## src/rtl/ccm_seq_pkg.sv

```systemverilog
package ccm_seq_pkg;
   localparam int BLK_W = 128;
   localparam logic [3:0] ALG_CCM = 4'b1001;

   typedef enum logic [1:0] {
      PH_PREP = 2'b00,
      PH_AAD  = 2'b01,
      PH_PAY  = 2'b10,
      PH_TAG  = 2'b11
   } phase_e;

   typedef enum logic {ST_IDLE, ST_WAIT} eng_st_e;

   typedef enum logic [1:0] {OP_MAC, OP_KS, OP_TAG} op_e;

   // Counter seed: flag bits above the length code cleared, low L bytes zeroed.
   function automatic logic [BLK_W-1:0] ctr_seed(input logic [BLK_W-1:0] b0);
      logic [BLK_W-1:0] c;
      int nbytes;
      c = b0;
      c[127:123] = 5'd0;
      nbytes = int'({29'd0, b0[122:120]}) + 1;
      for (int i = 0; i < 8; i++) begin
         if (i < nbytes) c[8*i +: 8] = 8'd0;
      end
      return c;
   endfunction

   function automatic logic [BLK_W-1:0] ctr_step(input logic [BLK_W-1:0] c);
      return {c[BLK_W-1:32], c[31:0] + 32'd1};
   endfunction
endpackage

```

## src/rtl/ccm_word_fifo.sv

```systemverilog
module ccm_word_fifo #(
   parameter int WORD_W = 32,
   parameter int DEPTH  = 8,
   parameter int PUSH_N = 1,
   parameter int POP_N  = 4,
   localparam int AW = $clog2(DEPTH),
   localparam int CW = $clog2(DEPTH + 1)
) (
   input  logic                     clk,
   input  logic                     rst_n,
   input  logic                     push,
   input  logic [PUSH_N*WORD_W-1:0] push_data,
   input  logic                     pop,
   output logic [POP_N*WORD_W-1:0]  pop_data,
   output logic [CW-1:0]            level
);
   if ((DEPTH & (DEPTH - 1)) != 0 || DEPTH < 2*PUSH_N || DEPTH < 2*POP_N) begin : g_bad_depth
      $error("ccm_word_fifo: DEPTH must be a power of two holding two transfers");
   end

   logic [WORD_W-1:0] mem [DEPTH];
   logic [AW-1:0]     wp, rp;
   logic [CW-1:0]     lvl;
   logic              do_push, do_pop;

   assign do_push = push && (lvl <= CW'(DEPTH - PUSH_N));
   assign do_pop  = pop  && (lvl >= CW'(POP_N));
   assign level   = lvl;

   always_ff @(posedge clk) begin
      if (!rst_n) begin
         wp  <= '0;
         rp  <= '0;
         lvl <= '0;
      end else begin
         if (do_push) wp <= wp + AW'(PUSH_N);
         if (do_pop)  rp <= rp + AW'(POP_N);
         lvl <= lvl + (do_push ? CW'(PUSH_N) : '0) - (do_pop ? CW'(POP_N) : '0);
      end
   end

   always_ff @(posedge clk) begin
      if (do_push) begin
         for (int i = 0; i < PUSH_N; i++) begin
            mem[wp + AW'(i)] <= push_data[(PUSH_N-i)*WORD_W-1 -: WORD_W];
         end
      end
   end

   for (genvar g = 0; g < POP_N; g++) begin : g_pop
      assign pop_data[(POP_N-g)*WORD_W-1 -: WORD_W] = mem[rp + AW'(g)];
   end
endmodule

```

## src/rtl/ccm_cfg_regs.sv

```systemverilog
module ccm_cfg_regs (
   input  logic       clk,
   input  logic       rst_n,
   input  logic       wr,
   input  logic       wr_en,
   input  logic [3:0] wr_algo,
   input  logic [1:0] wr_phase,
   input  logic       wr_dir,
   input  logic       busy,
   input  logic       hw_clr,
   output logic       en,
   output logic [3:0] algo,
   output logic [1:0] phase,
   output logic       dir
);
   always_ff @(posedge clk) begin
      if (!rst_n) begin
         en    <= 1'b0;
         algo  <= 4'd0;
         phase <= 2'b00;
         dir   <= 1'b0;
      end else begin
         if (wr) begin
            en   <= wr_en;
            algo <= wr_algo;
            dir  <= wr_dir;
            if (!busy) phase <= wr_phase;
         end
         // hardware clear after the seed block overrides a same-cycle write
         if (hw_clr) en <= 1'b0;
      end
   end
endmodule

```

## src/rtl/ccm_engine.sv

```systemverilog
module ccm_engine
   import ccm_seq_pkg::*;
(
   input  logic             clk,
   input  logic             rst_n,
   input  logic             en,
   input  logic             algo_ok,
   input  phase_e           phase,
   input  logic             dir,
   input  logic             in_avail,
   input  logic [BLK_W-1:0] in_blk,
   output logic             in_pop,
   input  logic             out_room,
   output logic             out_push,
   output logic [BLK_W-1:0] out_blk,
   output logic             ciph_req,
   output logic [BLK_W-1:0] ciph_blk,
   input  logic             ciph_vld,
   input  logic [BLK_W-1:0] ciph_res,
   output logic             active,
   output logic             en_clr,
   output logic             start
);
   eng_st_e          st_q;
   op_e              op_q;
   phase_e           ph_q;
   logic             dir_q;
   logic [BLK_W-1:0] mac_q, ctr_q, blk_q, cblk_q;
   logic             req_q;
   logic             done;
   logic [BLK_W-1:0] ks_out, plain;

   assign start    = (st_q == ST_IDLE) && en && algo_ok && in_avail &&
                     (phase[1] ? out_room : 1'b1);
   assign in_pop   = start;
   assign active   = (st_q != ST_IDLE);
   assign done     = (st_q == ST_WAIT) && ciph_vld;
   assign ks_out   = blk_q ^ ciph_res;
   assign plain    = dir_q ? ks_out : blk_q;
   assign out_blk  = (op_q == OP_KS) ? ks_out : (ciph_res ^ mac_q);
   assign out_push = done && (op_q == OP_KS || op_q == OP_TAG);
   assign en_clr   = done && (op_q == OP_MAC) && (ph_q == PH_PREP);
   assign ciph_req = req_q;
   assign ciph_blk = cblk_q;

   always_ff @(posedge clk) begin
      if (!rst_n) begin
         st_q   <= ST_IDLE;
         op_q   <= OP_MAC;
         ph_q   <= PH_PREP;
         dir_q  <= 1'b0;
         mac_q  <= '0;
         ctr_q  <= '0;
         blk_q  <= '0;
         cblk_q <= '0;
         req_q  <= 1'b0;
      end else begin
         req_q <= 1'b0;
         if (start) begin
            blk_q <= in_blk;
            ph_q  <= phase;
            dir_q <= dir;
            st_q  <= ST_WAIT;
            req_q <= 1'b1;
            unique case (phase)
               PH_PREP: begin
                  op_q   <= OP_MAC;
                  cblk_q <= in_blk;
                  ctr_q  <= ctr_seed(in_blk);
               end
               PH_AAD: begin
                  op_q   <= OP_MAC;
                  cblk_q <= mac_q ^ in_blk;
               end
               PH_PAY: begin
                  op_q   <= OP_KS;
                  ctr_q  <= ctr_step(ctr_q);
                  cblk_q <= ctr_step(ctr_q);
               end
               PH_TAG: begin
                  op_q   <= OP_TAG;
                  cblk_q <= in_blk;
               end
            endcase
         end else if (done) begin
            unique case (op_q)
               OP_MAC: begin
                  mac_q <= ciph_res;
                  st_q  <= ST_IDLE;
               end
               OP_KS: begin
                  op_q   <= OP_MAC;
                  cblk_q <= mac_q ^ plain;
                  req_q  <= 1'b1;
               end
               default: st_q <= ST_IDLE;
            endcase
         end
      end
   end
endmodule

```

## src/rtl/ccm_phase_seq.sv

```systemverilog
module ccm_phase_seq
   import ccm_seq_pkg::*;
#(
   parameter int WORD_W    = 32,
   parameter int IN_DEPTH  = 8,
   parameter int OUT_DEPTH = 8
) (
   input  logic              clk,
   input  logic              rst_n,
   input  logic              cfg_wr,
   input  logic              cfg_en,
   input  logic [3:0]        cfg_algo,
   input  logic [1:0]        cfg_phase,
   input  logic              cfg_dir,
   output logic              en_o,
   output logic [1:0]        phase_o,
   input  logic              din_valid,
   input  logic [WORD_W-1:0] din_data,
   input  logic              dout_rd,
   output logic [WORD_W-1:0] dout_data,
   output logic              in_empty,
   output logic              in_not_full,
   output logic              out_not_empty,
   output logic              out_full,
   output logic              busy,
   output logic              ciph_req,
   output logic [127:0]      ciph_blk,
   input  logic              ciph_vld,
   input  logic [127:0]      ciph_res
);
   localparam int WORDS = BLK_W / WORD_W;
   localparam int ICW   = $clog2(IN_DEPTH + 1);
   localparam int OCW   = $clog2(OUT_DEPTH + 1);

   if (BLK_W % WORD_W != 0) begin : g_bad_word
      $error("ccm_phase_seq: WORD_W must divide the block width");
   end

   logic [3:0]       algo;
   logic             dir;
   logic             algo_ok;
   logic [ICW-1:0]   in_lvl;
   logic [OCW-1:0]   out_lvl;
   logic [BLK_W-1:0] in_blk, out_blk;
   logic             in_pop, in_avail, out_room;
   logic             eng_active, eng_en_clr, eng_start, eng_out_push;

   assign algo_ok       = (algo == ALG_CCM);
   assign in_empty      = (in_lvl == '0);
   assign in_not_full   = (in_lvl < ICW'(IN_DEPTH));
   assign in_avail      = (in_lvl >= ICW'(WORDS));
   assign out_not_empty = (out_lvl != '0);
   assign out_full      = (out_lvl == OCW'(OUT_DEPTH));
   assign out_room      = (out_lvl <= OCW'(OUT_DEPTH - WORDS));
   assign busy          = eng_active || !in_empty;

   ccm_cfg_regs u_regs (
      .clk      (clk),
      .rst_n    (rst_n),
      .wr       (cfg_wr),
      .wr_en    (cfg_en),
      .wr_algo  (cfg_algo),
      .wr_phase (cfg_phase),
      .wr_dir   (cfg_dir),
      .busy     (busy),
      .hw_clr   (eng_en_clr),
      .en       (en_o),
      .algo     (algo),
      .phase    (phase_o),
      .dir      (dir)
   );

   ccm_word_fifo #(.WORD_W(WORD_W), .DEPTH(IN_DEPTH), .PUSH_N(1), .POP_N(WORDS)) u_in_q (
      .clk       (clk),
      .rst_n     (rst_n),
      .push      (din_valid),
      .push_data (din_data),
      .pop       (in_pop),
      .pop_data  (in_blk),
      .level     (in_lvl)
   );

   ccm_word_fifo #(.WORD_W(WORD_W), .DEPTH(OUT_DEPTH), .PUSH_N(WORDS), .POP_N(1)) u_out_q (
      .clk       (clk),
      .rst_n     (rst_n),
      .push      (eng_out_push),
      .push_data (out_blk),
      .pop       (dout_rd),
      .pop_data  (dout_data),
      .level     (out_lvl)
   );

   ccm_engine u_eng (
      .clk      (clk),
      .rst_n    (rst_n),
      .en       (en_o),
      .algo_ok  (algo_ok),
      .phase    (phase_e'(phase_o)),
      .dir      (dir),
      .in_avail (in_avail),
      .in_blk   (in_blk),
      .in_pop   (in_pop),
      .out_room (out_room),
      .out_push (eng_out_push),
      .out_blk  (out_blk),
      .ciph_req (ciph_req),
      .ciph_blk (ciph_blk),
      .ciph_vld (ciph_vld),
      .ciph_res (ciph_res),
      .active   (eng_active),
      .en_clr   (eng_en_clr),
      .start    (eng_start)
   );
endmodule

```

## config.mk

```make
export PLATFORM = sky130hd
export DESIGN_NAME = ccm_phase_seq
export DESIGN_NICKNAME = d
export VERILOG_FILES = /design/src/rtl/ccm_seq_pkg.sv /design/src/rtl/ccm_word_fifo.sv /design/src/rtl/ccm_cfg_regs.sv /design/src/rtl/ccm_engine.sv /design/src/rtl/ccm_phase_seq.sv
export SDC_FILE = /design/constraint.sdc
export NUM_CORES = 2
export LEC_CHECK = 0
export BUFFER_PORTS_ARGS = -buffer_cell sky130_fd_sc_hd__buf_2
export CAP_MARGIN = 20
export CORE_ASPECT_RATIO = 1.25
export CORE_MARGIN = 5
export CORE_UTILIZATION = 60
export CTS_BUF_LIST = sky130_fd_sc_hd__clkbuf_4
export CTS_CLUSTER_SIZE = 28
export DETAILED_ROUTE_END_ITERATION = 8
export PLACE_DENSITY = 0.87
export SLEW_MARGIN = 0
export SYNTH_ARGS = -nofsm -noshare
export SYNTH_HDL_FRONTEND = slang
export SYNTH_HIERARCHICAL = 1
export SYNTH_SLANG_ARGS = --single-unit
export TNS_END_PERCENT = 30
```

## constraint.sdc

```tcl
create_clock -name clk -period 7.9 [get_ports clk]
set_clock_uncertainty 0.05 [all_clocks]
set_input_delay 0.79 -clock clk [delete_from_list [all_inputs] [get_ports clk]]
set_output_delay 0.79 -clock clk [all_outputs]
set_load 0.1 [all_outputs]
```

[Word level (Yosys, flattened, before mapping)]
Memory sizes are Yosys's and may differ from the RTL's. A register that Yosys moved wholly into a read port is not among the register bits.
Cells that the tools add are included.
Cells by class
  add/sub/neg operators: 16
  $lt $le $gt $ge: 13
  eq/ne operators: 8
  mux-type cells: 38
  bitwise logic cells: 9
  reduce and logical (&&, ||, !) cells: 32
Operators with widths (number)
  128-bit 2-to-1 mux: 5
  128-bit XOR: 4
  128-bit one-hot mux with 3 select lines: 1
  128-bit one-hot mux with 2 select lines: 1
  4-bit by 32-bit < comparator with 1-bit output (first input constant): 4
  3-bit by 32-bit < comparator with 1-bit output (first input constant): 2
  8-bit 2-to-1 mux: 8
  32-bit by 1-bit adder with 32-bit output (second input constant): 1
  1-bit by 32-bit < comparator with 1-bit output (first input constant): 1
  2-bit by 32-bit < comparator with 1-bit output (first input constant): 1
  3-bit 2-to-1 mux: 6
  1-bit 2-to-1 mux: 13
  3-bit by 1-bit adder with 3-bit output (second input constant): 4
  3-bit by 2-bit adder with 3-bit output (second input constant): 4
  1-bit logical AND: 12
  4-bit adder: 2
  4-bit == test (second input constant): 2
  4-bit by 3-bit <= comparator with 1-bit output (second input constant): 2
  2-bit AND reduction: 4
  4-bit subtractor: 2
  3-bit adder (second input constant): 2
  2-bit == test (second input constant): 3
  2-bit zero test: 3
  2-bit 2-to-1 mux: 3
  other kinds (15): 26
Storage, ports and cells
  register bits after elaboration: 547
  bits in writable memories: 512
  input bits: 174
  output and inout port bits: 169
  logic and storage cells: 138
  memories: 2
Memories
  u_in_q.mem: words 8, bits a word 32, rd ports 4, clocked after memory_dff 1, wr ports 1, line ccm_word_fifo.sv:21  | logic [WORD_W-1:0] mem [DEPTH];
  u_out_q.mem: words 8, bits a word 32, rd ports 1, clocked after memory_dff 1, wr ports 4, line ccm_word_fifo.sv:21

[Depth between registers and ports, before layout]
  word-level depth: 8
  depth in mapped cells: 14
  gate-level depth less buffers: 12

[Hierarchy]
The synthesis kept the hierarchy.
By module, submodules not included
  ccm_engine: instances 1, cells each 3706, area an instance 28318.4 sq um
  ccm_word_fifo at u_out_q: instances 1, cells each 417, area an instance 10241.1 sq um
  ccm_word_fifo at u_in_q: instances 1, cells each 452, area an instance 9841.9 sq um
  ccm_cfg_regs: instances 1, cells each 29, area an instance 329.1 sq um
  ccm_phase_seq: instances 1, cells each 9, area an instance 60.1 sq um

[Worst setup path after synthesis]
Ideal clock, no wire load.
  path type: input port to flip-flop
  start: input port ciph_vld
  end: memory u_out_q.mem[0][0] (enable)
  setup time: 617 ps
  data arrival time: 6422 ps
  slack: 811 ps
  stages on the path: 3
  path buffers: 0
  path through: and3_1 -> nand3b_1 -> nor2_1
RTL lines
  from (decl): line ccm_phase_seq.sv:28  | input logic ciph_vld,
  to (decl): line ccm_word_fifo.sv:21

==> run metrics <==
die width 265 microns; DRT Wirelength 164 mm; syn_area_per_cell about 11 sq um; initial antenna violation count 16; fin area 0.0561 sq mm; Vias approximately 41k; slew of the pin with the lowest slew margin ~1.2 ns; Final ANT Viol Nets 0; Power Total roughly 13 mW; first-pass GRT wire length 238 mm; root buf cell clkbuf_4; Final Hold Violating Endpoints 0; Req. time, crit path between 7 and 8 ns; CTS buffer count 240; Netlist Area Pre-Place around 0.049 sq mm; FP Rows 117; largest net degree at the start of global routing 163; # Post-CTS Setup Buffers 0; CTS Buffer Depth 3; Critical Path AT 3.94 ns; hold path start din_data[17]; RR Startpoint u_regs/algo[3]; Total GRT Usage 0.359; RSZ-0062 raised after global routing false; Hold Slack 0.0856 ns; worst hold endpoint u_in_q/mem[3][17]; commonest non-fill, non-tap cell in the layout nand2_1; Fin Setup TNS 0 ns; peak supply drop 0.187 mV; Clock Latency Late Sink 1.13 ns; Max Cap Viol 0; Max stage delay on crit path 0.84 ns; CP Cell Sequence buf_4 > mux4_1 > mux2_2 > buf_2; reg2reg path depth 8; CP Max Fanout 34; yosys warns 6; drt initial violations 5,910; die area 0.0871 sq mm; Max stage delay cell, worst path dfxtp_4; Num Clock Sinks 1,054; DP HPWL 102 mm; H-tree Lvls 4; ratio of cells with drive above 1 in the final layout 0.191; Worst R2R End u_eng/ciph_blk[58]; core area ~0.081 sq mm; crit path time final 4.78 ns; hold path depth 1; Startpoint Class register; IO buf count 342; DRT Pass-1 Iters 9; largest delay contributor family on the critical path multiplexers; power per cell area 230 mW/mm^2; Top Ports 343; Mapped Cells 4,612; nets around 5.3k; Initial Util 0.602; post-synth net total 4,809; vias in the first global route about 40k; Clk pin slew, worst setup/hold paths roughly 0.07 ns; Setup-failing EPs final 0; Reg2Reg Setup Slack ~3.3 ns; Die H 329 microns; Leak 19.3 nW; total grt overflow 0; Placement Cell Area 0.0510 sq mm; status finished clean; Critical Path End Type output port; CTS tree built; most frequent cells in the layout 801 x nand2_1, 672 x a21oi_1, 538 x dfxtp_1; critical path type reg2out; Slew Limit Fails 0; Hold Crit Class in2reg; routability cong. 0.960; Area Overhead vs Synth 15.1%; max_slew headroom 0.205; FMAX around 210 MHz; DRC viols 0; crit share post-route 0.605; DR WL/cell between 20 and 30 microns; final core utilization 0.692; Vias/cell 6.44; buffers plus inverters on the worst setup path 2
-- layout make-up --
type	instances	area, sq um
Inverter	30	128
Antenna cell	18	45.0
Tap cell	1071	1340
Fill cell	5633	25000
Clock buffer	379	2850
Timing Repair Buffer	564	3900
Clock inverter	80	443
Sequential cell	1054	26200
Multi-Input combinational cell	3194	21200
-- stage by stage --
| step | cells | setup WS [ns] |
|---|---|---|
| finish | 6390 | 3.12 |
| global route | 6383 | 2.94 |
| CTS | 6372 | 2.98 |
| detailed placement | 5736 | 3.70 |
| global placement | 5736 | 3.83 |
| floorplan | 4612 | 0.811 |
-- what timing repair did --
item / 4_1_cts / 5_1_grt
hold endpoints to repair: 500 / 0
resized for setup: 0 / 0
hold buffers: 177 / 0
-- layer usage --
layer	GRT usage	wire (microns)	vias to the layer above
met5	0	26	-
met4	0.253	13000	4
met3	0.0966	21800	669
met2	0.547	73200	3378
met1	0.445	56400	19400
li1	-	-	17700
-- state kept, by name, indices dropped and copies added (netlist names), 4 cells and up, named ones only --
| register | cells |
|---|---|
| u_eng/blk_q | 128 |
| u_eng/ciph_blk | 128 |
| u_eng/ctr_q | 123 |
| u_eng/mac_q | 128 |
| u_in_q/level | 4 |
| u_in_q/mem | 256 |
| u_out_q/level | 4 |
| u_out_q/mem | 256 |
| u_regs/algo | 4 |
-- power by group --
part | switching, mW | internal (mW) | total (mW)
clock | 2.20 | 2.31 | 4.52
combinational | 1.77 | 0.684 | 2.46
sequential | 0.107 | 5.82 | 5.93
total | 4.08 | 8.82 | 12.9
-- worst max path at each step --
stage,endpoint,cells after the start,slack (ns),startpoint
6_report,dout_data[30],4,3.12,register
5_1_grt,dout_data[2],4,2.94,register
4_1_cts,dout_data[2],4,2.98,register
3_5_place_dp,u_eng/ciph_blk[55],8,3.70,u_regs/algo[3]
3_3_place_gp,u_eng/ciph_blk[81],8,3.83,u_regs/algo[3]
2_1_floorplan,u_out_q/mem[0][0],3,0.81,ciph_vld
(Power assumes the default switching activity.)
